`src/rtl/xlate_cache.sv`:
```
module xlate_cache #(
  parameter int ENTRIES = 64,
  parameter int VPN_W   = 11,
  parameter int OFS_W   = 13,
  parameter int PFN_W   = 19,
  parameter int ASID_W  = 8
) (
  input  logic                    clk,
  input  logic                    rst_n,
  input  logic [ASID_W-1:0]       cur_asid,
  input  logic                    lk_valid,
  input  logic [VPN_W+OFS_W-1:0]  lk_vaddr,
  output logic                    lk_hit,
  output logic                    lk_miss,
  output logic [PFN_W+OFS_W-1:0]  lk_paddr,
  output logic                    lk_dirty,
  output logic                    lk_ref,
  output logic                    lk_wr,
  input  logic                    fill_en,
  input  logic [VPN_W-1:0]        fill_vpn,
  input  logic [ASID_W-1:0]       fill_asid,
  input  logic [PFN_W-1:0]        fill_pfn,
  input  logic                    fill_dirty,
  input  logic                    fill_ref,
  input  logic                    fill_wr,
  input  logic                    flush_all,
  input  logic                    flush_asid_en,
  input  logic [ASID_W-1:0]       flush_asid
);
  localparam int IDX_W = (ENTRIES > 1) ? $clog2(ENTRIES) : 1;
  localparam logic [IDX_W-1:0] LAST = IDX_W'(ENTRIES - 1);

  logic [ENTRIES-1:0] valid;
  logic [VPN_W-1:0]   e_vpn  [ENTRIES];
  logic [ASID_W-1:0]  e_asid [ENTRIES];
  logic [PFN_W-1:0]   e_pfn  [ENTRIES];
  logic [ENTRIES-1:0] e_dirty, e_ref, e_wr;

  logic [IDX_W-1:0]   rr;
  logic [ENTRIES-1:0] lk_match, fill_match, drop_match;
  wire  [VPN_W-1:0]   lk_vpn = lk_vaddr[VPN_W+OFS_W-1:OFS_W];

  genvar g;
  generate
    for (g = 0; g < ENTRIES; g++) begin : g_cmp
      assign lk_match[g]   = valid[g] && e_vpn[g] == lk_vpn && e_asid[g] == cur_asid;
      assign fill_match[g] = valid[g] && e_vpn[g] == fill_vpn && e_asid[g] == fill_asid;
      assign drop_match[g] = e_asid[g] == flush_asid;
    end
  endgenerate

  logic [PFN_W-1:0] sel_pfn;
  logic             sel_d, sel_r, sel_w;
  always_comb begin
    sel_pfn = '0;
    sel_d = 1'b0;
    sel_r = 1'b0;
    sel_w = 1'b0;
    for (int i = 0; i < ENTRIES; i++) begin
      if (lk_match[i]) begin
        sel_pfn = sel_pfn | e_pfn[i];
        sel_d   = sel_d | e_dirty[i];
        sel_r   = sel_r | e_ref[i];
        sel_w   = sel_w | e_wr[i];
      end
    end
  end

  wire any_match = |lk_match;
  assign lk_hit   = lk_valid && any_match;
  assign lk_miss  = lk_valid && !any_match;
  assign lk_paddr = lk_hit ? {sel_pfn, lk_vaddr[OFS_W-1:0]} : '0;
  assign lk_dirty = lk_hit && sel_d;
  assign lk_ref   = lk_hit && sel_r;
  assign lk_wr    = lk_hit && sel_w;

  logic             dup_any, free_any;
  logic [IDX_W-1:0] dup_idx, free_idx, victim;
  always_comb begin
    dup_any  = 1'b0;
    free_any = 1'b0;
    dup_idx  = '0;
    free_idx = '0;
    for (int i = ENTRIES - 1; i >= 0; i--) begin
      if (fill_match[i]) begin
        dup_any = 1'b1;
        dup_idx = IDX_W'(i);
      end
      if (!valid[i]) begin
        free_any = 1'b1;
        free_idx = IDX_W'(i);
      end
    end
  end
  assign victim = dup_any ? dup_idx : (free_any ? free_idx : rr);

  wire do_fill = fill_en && !flush_all;

  always_ff @(posedge clk) begin
    if (!rst_n || flush_all) begin
      valid <= '0;
      rr    <= '0;
    end else begin
      if (flush_asid_en) valid <= valid & ~drop_match;
      if (fill_en) begin
        valid[victim] <= 1'b1;
        rr <= (rr == LAST) ? '0 : rr + 1'b1;
      end
    end
  end

  always_ff @(posedge clk) begin
    if (do_fill) begin
      e_vpn[victim]   <= fill_vpn;
      e_asid[victim]  <= fill_asid;
      e_pfn[victim]   <= fill_pfn;
      e_dirty[victim] <= fill_dirty;
      e_ref[victim]   <= fill_ref;
      e_wr[victim]    <= fill_wr;
    end
  end

  AST_HIT_MISS_EXCL: assert property (@(posedge clk) disable iff (!rst_n)
    !(lk_hit && lk_miss));
  AST_MISS_ZERO: assert property (@(posedge clk) disable iff (!rst_n)
    lk_miss |-> (lk_paddr == '0 && !lk_dirty && !lk_ref && !lk_wr));
  AST_SINGLE_MATCH: assert property (@(posedge clk) disable iff (!rst_n)
    $onehot0(lk_match));
  AST_FLUSH_EMPTY: assert property (@(posedge clk) disable iff (!rst_n)
    flush_all |=> (valid == '0));
  AST_DROP_ASID: assert property (@(posedge clk) disable iff (!rst_n)
    (flush_asid_en && !fill_en && !flush_all) |=> ((valid & $past(drop_match)) == '0));
  AST_GROW_ONE: assert property (@(posedge clk) disable iff (!rst_n)
    !flush_all |=> ($countones(valid) <= $past($countones(valid)) + 1));
  AST_FILL_LANDS: assert property (@(posedge clk) disable iff (!rst_n)
    (fill_en && !flush_all) |=> (valid != '0));
endmodule

```
`config.mk`:
```
export PLATFORM = sky130hd
export DESIGN_NAME = xlate_cache
export DESIGN_NICKNAME = d
export VERILOG_FILES = /design/src/rtl/xlate_cache.sv
export SDC_FILE = /design/constraint.sdc
export NUM_CORES = 2
export LEC_CHECK = 0
export BUFFER_PORTS_ARGS = -buffer_cell sky130_fd_sc_hd__buf_2
export CAP_MARGIN = 20
export CORE_MARGIN = 2
export CORE_UTILIZATION = 50
export DETAILED_ROUTE_END_ITERATION = 10
export PLACE_DENSITY = 0.76
export SLEW_MARGIN = 20
export SYNTH_ARGS = -nofsm -noshare
export SYNTH_HDL_FRONTEND = slang
export SYNTH_SLANG_ARGS = --single-unit
```
`constraint.sdc`:
```
create_clock -name clk -period 15.9 [get_ports clk]
set_clock_uncertainty 0.2 [all_clocks]
set_input_delay 2.385 -clock clk [delete_from_list [all_inputs] [get_ports clk]]
set_output_delay 2.385 -clock clk [all_outputs]
set_load 0.02 [all_outputs]
```
# ---- Word level (Yosys, flattened, before mapping)
# Memory sizes are Yosys's and may differ from the RTL's.
# Index checks and enable logic that the tools add are counted.
dict set report word_totals {
  reg_bits 262
  in_bits 87
  ram_bits 2432
  n_memories 3
}
# name words width read_ports rd_clocked_by_memory_dff wr line_no
set memory_table {}
lappend memory_table {e_pfn 64 19 64 0 1 36} ;# logic [PFN_W-1:0] e_pfn [ENTRIES];
lappend memory_table {e_vpn 64 11 64 0 1 34} ;# logic [VPN_W-1:0] e_vpn [ENTRIES];
lappend memory_table {e_asid 64 8 64 0 1 35} ;# logic [ASID_W-1:0] e_asid [ENTRIES];
dict set report classes {
  add_sub_neg 1
  n_reduce_logical 268
  muxes 526
  bitwise 255
  n_lt_le_gt_ge 2
  eq_ne 321
}
# cell n
set ops {}
lappend ops {{equality test 8 bit} 192}
lappend ops {{equality test 11 bit} 128}
lappend ops {{2-to-1 mux 19 bit} 64}
lappend ops {{bitwise OR 19 bit} 63}
lappend ops {{2-to-1 mux 6 bit} 131}
lappend ops {{2-to-1 mux 1 bit} 323}
lappend ops {{logical AND 1 bit} 263}
lappend ops {{bitwise mux 64 bit} 3}
lappend ops {{2-to-1 mux 64 bit} 3}
lappend ops {{bitwise OR 1 bit} 189}
lappend ops {{AND 64 bit} 1}
lappend ops {{inverter 64 bit} 1}
lappend ops {{bitwise OR 64 bit} 1}
lappend ops {{OR reduction 64 bit} 1}
lappend ops {{2-to-1 mux 32 bit} 1}
lappend ops {{< comparator 6 x 7 -> 1 bit (second input constant)} 1}
lappend ops {{adder 6 x 1 -> 6 bit (second input constant)} 1}
lappend ops {{demux 1 bit (select 6 bit)} 1}
lappend ops {{equality test 6 bit (second input constant)} 1}
lappend ops {{greater-or-equal comparator 6 x 1 -> 1 bit (second input constant)} 1}
lappend ops {{logical NOT 1 bit} 3}
lappend ops {{logical OR 1 bit} 1}

# ---- Logic depth before layout (Yosys ltp)
dict set report depth {
  word_depth 131
  depth_mapped 17
  mapped_depth_nobuf 11
}

# ---- Worst setup path after synthesis
# OpenSTA, ideal clock, no wires.
dict set report synth_timing {
  path_type {input -> output}
  from {input cur_asid[5]}
  to {output lk_paddr[22]}
  required_ns 13.315
  path_buffers 3
  slack_ns 8.195
  arrival_ns 5.120
  stages 12
  path_cell_list {buf_2 -> buf_1 -> xor2_1 -> nor4_1 -> nand3_1 -> nor3_1 -> nor4_1 -> nand4_1 -> or4_1 -> and2_1 -> clkbuf_1 -> nor2b_1}
}
dict set report synth_via {
  elab_cells_between_ends 258
}
# item line_no
set synth_lines {}
lappend synth_lines {{start, declared} 10} ;# input logic [ASID_W-1:0] cur_asid,
lappend synth_lines {{equality test 8 bit} 46} ;# assign lk_match[g] = valid[g] && e_vpn[g] == lk_vpn && e_asid[g] == cur_asid;
lappend synth_lines {{logical AND 1 bit} 46}
lappend synth_lines {{OR reduction 64 bit *} 69} ;# wire any_match = |lk_match;
lappend synth_lines {{logical AND 1 bit *} 70} ;# assign lk_hit = lk_valid && any_match;
lappend synth_lines {{net lk_hit} 13} ;# output logic lk_hit,
lappend synth_lines {{2-to-1 mux 32 bit *} 72} ;# assign lk_paddr = lk_hit ? {sel_pfn, lk_vaddr[OFS_W-1:0]} : '0;
lappend synth_lines {{end, declared} 15} ;# output logic [PFN_W+OFS_W-1:0] lk_paddr,
# The timed path passes the listed nets; every way through them passes the cells marked *.

# ---- Worst setup path in the final report
dict set report layout_timing {
  from {input cur_asid[7]}
  to {output lk_dirty}
}
dict set report layout_via {
  elab_chain_len 130
  elab_cells_between_ends 258
}
# item line_no
set layout_lines {}
lappend layout_lines {{equality test 8 bit} 46}
lappend layout_lines {{logical AND 1 bit} 46}
lappend layout_lines {{2-to-1 mux 1 bit} 60} ;# if (lk_match[i]) begin
lappend layout_lines {{bitwise OR 1 bit} 62} ;# sel_d = sel_d | e_dirty[i];
lappend layout_lines {{2-to-1 mux 1 bit} 60}
lappend layout_lines {{bitwise OR 1 bit} 62}
lappend layout_lines {{2-to-1 mux 1 bit} 60}
lappend layout_lines {{bitwise OR 1 bit} 62}
lappend layout_lines {{[... 114 more ...]} n/a}
lappend layout_lines {{2-to-1 mux 1 bit} 60}
lappend layout_lines {{bitwise OR 1 bit} 62}
lappend layout_lines {{2-to-1 mux 1 bit} 60}
lappend layout_lines {{bitwise OR 1 bit} 62}
lappend layout_lines {{2-to-1 mux 1 bit} 60}
lappend layout_lines {{bitwise OR 1 bit} 62}
lappend layout_lines {{2-to-1 mux 1 bit} 60}
lappend layout_lines {{logical AND 1 bit *} 73} ;# assign lk_dirty = lk_hit && sel_d;
lappend layout_lines {{end, declared} 16} ;# output logic lk_dirty,
# Every way passes the cells marked *; elsewhere a longest branch is shown, timed or not.

==> results.json <==
{
  "run_status": "complete, no violations",
  "cts_hold_buf": 0,
  "synth_flop_cell": "edfxtp_1",
  "drv_cap": 0,
  "internal_power_uw": 11950,
  "crit_path_max_fanout": 23,
  "area_growth_pct": 11.25,
  "drt_pass1_iterations": 6,
  "tightest_slew_ps": 1327,
  "fill_cells": 20030,
  "dieWidth_um": 512.3,
  "post_cts_buffers": 0,
  "cts_buffers": 300,
  "first_global_vias": 89530,
  "initial_utilization_pct": 50.29,
  "grt_usage_pct": 38.95,
  "drv_slew": 0,
  "final_cell_mix": "2624 x edfxtp_1, 1985 x xor2_1, 955 x xnor2_1, 610 x nor4_1, 594 x nand4_1",
  "slowest_stage": "and2_1",
  "power.total_uw": 15560,
  "yosysWarningCount": 0,
  "hpwl_mm": 294.0,
  "synth_seq_cells": 2694,
  "path_cells": "buf_6, buf_4, buf_4, xor2_1, nor4_1, nand3_1, nor3_2, buf_4, nor4_1, nand4_1, or4_1, and2_1, nor2b_1, buf_2",
  "drt.antenna.violating_nets": 0,
  "p_per_area_nw_per_um2": 108.2,
  "grt_setup_unrepaired": "no",
  "globalRouteOverflowTotal": 0,
  "postPlaceCellArea_um2": 134400,
  "dieArea_um2": 262500,
  "min_period_over_period_pct": 71.16,
  "start_kind": "input port",
  "hold_end": "rr[5]",
  "hp-start": "rr[5]",
  "wl_met3_mm": 89.66,
  "grt_start_max_net_pins": 69,
  "timing.slew.headroom_pct": 11.34,
  "rr_worst_depth": 13,
  "holdPathStages": 2,
  "synth_cell_type_count": 86,
  "clk_pin_slew_worst_paths_ps": 60,
  "wl_met2_mm": 217.4,
  "power_frac_seq_pct": 50.1,
  "path_class": "input port to output port",
  "ir_drop_v": 0.0001377,
  "rows": 186,
  "p_comb_share_pct": 6.2,
  "holdCritPathClass": "register to register",
  "endpoint_kind": "output port",
  "layout_commonest_cell": "edfxtp_1",
  "period_needed_ps": 11320,
  "r2r-start": "e_asid[63][3]",
  "core_area_um2": 256900,
  "worstPathRequired_ps": 13320,
  "synth_area_um2": 129200,
  "synth_edf_count": 2624,
  "leakage_uw": 0.04527,
  "clock.fmax_ghz": 0.08838,
  "nNetsFinal": 9426,
  "r2r-end": "e_asid[21][2]",
  "postSynthCellCount": 9148,
  "pwr-share-clk_pct": 43.7,
  "avgRoutedWirePerCell_um": 40.57,
  "vias": 93920,
  "first_iter_violations": 18350,
  "drive_gt1_share_pct": 10.35,
  "finish.instance_area_um2": 143700,
  "post_cts_resize_count": 0,
  "syn_nets": 9236,
  "rrSetupSlack_ps": 8740,
  "hold_viol": 0,
  "place_congestion": 1.035,
  "die_h_um": 512.3,
  "wl_mm": 525.6,
  "cts_num_sinks": 2694,
  "p_sw_uw": 3605,
  "cpMostUsedCell": "buf_4",
  "port-buffer-count": 123,
  "ctsRootBufferMaster": "clkbuf_16",
  "tns_ps": 0,
  "seqCellArea_um2": 80200,
  "antenna_found_initial": 33,
  "drc_errors": 0,
  "clock_latency_ps": 1000,
  "clockBufferDepth": 4,
  "switching_share_pct": 23.18,
  "drt-vias-per-instance": 7.250,
  "synthArstFlopShare_pct": 0,
  "maxUsedRoutingLayer": "met5",
  "setup_violations": 0,
  "wl_met1_mm": 176.1,
  "cp.arrival_ps": 8730,
  "htreeDepth": 5,
  "grt_pass1_wl_mm": 715.3,
  "max_stage_delay_ps": 1030,
  "synth-seq-area-share_pct": 62.07,
  "cts_tree": "done",
  "multi_input_area_um2": 46780,
  "avgSynthCellArea_um2": 14.12,
  "io_pins": 124
}
[Yosys cell counts, types with 40 or more instances]
| cell type | instances | area share (%) |
|---|---|---|
| nor3_1 | 145 | 0.56 |
| a221oi_1 | 355 | 2.4 |
| o21ai_1 | 48 | 0.19 |
| nand2_1 | 106 | 0.31 |
| nand4_1 | 594 | 2.9 |
| nand3_1 | 179 | 0.69 |
| nand4b_1 | 40 | 0.27 |
| xnor2_1 | 955 | 6.5 |
| buf_4 | 41 | 0.24 |
| xor2_1 | 1985 | 13 |
| edfxtp_1 | 2624 | 61 |
| nor4_1 | 613 | 3.0 |
| buf_6 | 87 | 0.76 |
| buf_2 | 127 | 0.49 |
| nor2_1 | 144 | 0.42 |
| a22o_1 | 352 | 2.4 |
| dfxtp_1 | 70 | 1.1 |
| clkbuf_1 | 203 | 0.59 |
| nor4b_1 | 130 | 0.88 |
[critical path, delay by kind of cell]
kind	cells	cell delay [ps]
simple gates	8	3160
buf+inv	5	2680
xor+xnor	1	140
[worst max path at each step]
stage	startpoint	endpoint	slack, ps
after CTS	cur_asid[7]	lk_dirty	4930
final	cur_asid[7]	lk_dirty	4580
after floorplan	cur_asid[5]	lk_paddr[22]	8200
after global routing	cur_asid[7]	lk_dirty	4760
after global placement	cur_asid[7]	lk_dirty	5130
after detailed placement	cur_asid[7]	lk_dirty	4950
[flip-flops by register name, indices dropped and copies added (netlist names)]
register,cells
e_pfn,1216
valid,64
e_dirty,64
e_ref,64
e_asid,512
e_wr,64
rr,6
e_vpn,704
[cell type report]
| cell class | count | area share, % |
|---|---|---|
| sequential | 2694 | 55.79 |
| multi-input combinational | 5929 | 32.54 |
| clock buffer | 374 | 5.560 |
| tap | 3384 | 2.946 |
| timing repair buffer | 393 | 2.181 |
| clock inverter | 146 | 0.8975 |
| inverter | 20 | 0.05223 |
| antenna | 15 | 0.02611 |
[per-layer routing]
layer,track usage [%],up-vias
li1,-,35620
met1,50.21,45880
met2,56.11,9821
met3,13.61,2570
met4,24.33,22
met5,0,-
[cells by family (layout without fill, tap and decap cells)]
family / after synthesis / in the layout / synth area share (%)
multiplexers: 1 / 1 / 0.007748
buffers and inverters: 525 / 933 / 2.355
flip-flops: 2694 / 2694 / 62.07
AO/OA/AOI/OAI: 893 / 893 / 5.776
AND/OR/NAND/NOR: 2087 / 2087 / 9.760
XOR/XNOR: 2947 / 2947 / 20.02
other: 0 / 15 / 0
adder cells (fa/ha/maj): 1 / 1 / 0.009683
[power by group through the flow]
stage               clock, uW  combinational [uW]  sequential [uW]
finish                   6790                 967             7800
global route             7030                 983             7790
CTS                      6750                 924             7800
detailed placement          0                 920             7950
global placement            0                 913             7950
floorplan                   0                 530             7950
[metrics by stage]
step	hold WS [ps]	util (%)	setup WS (ps)	std cells
after floorplan	271.6	-	8195	9148
after global placement	298.2	52.31	5127	12420
after detailed placement	321.5	52.31	4946	12420
after CTS	330.7	55.92	4929	12940
after global routing	376.0	55.93	4755	12940
final	334.9	55.94	4585	12960
Note: power is estimated with default switching activity, not from simulation.
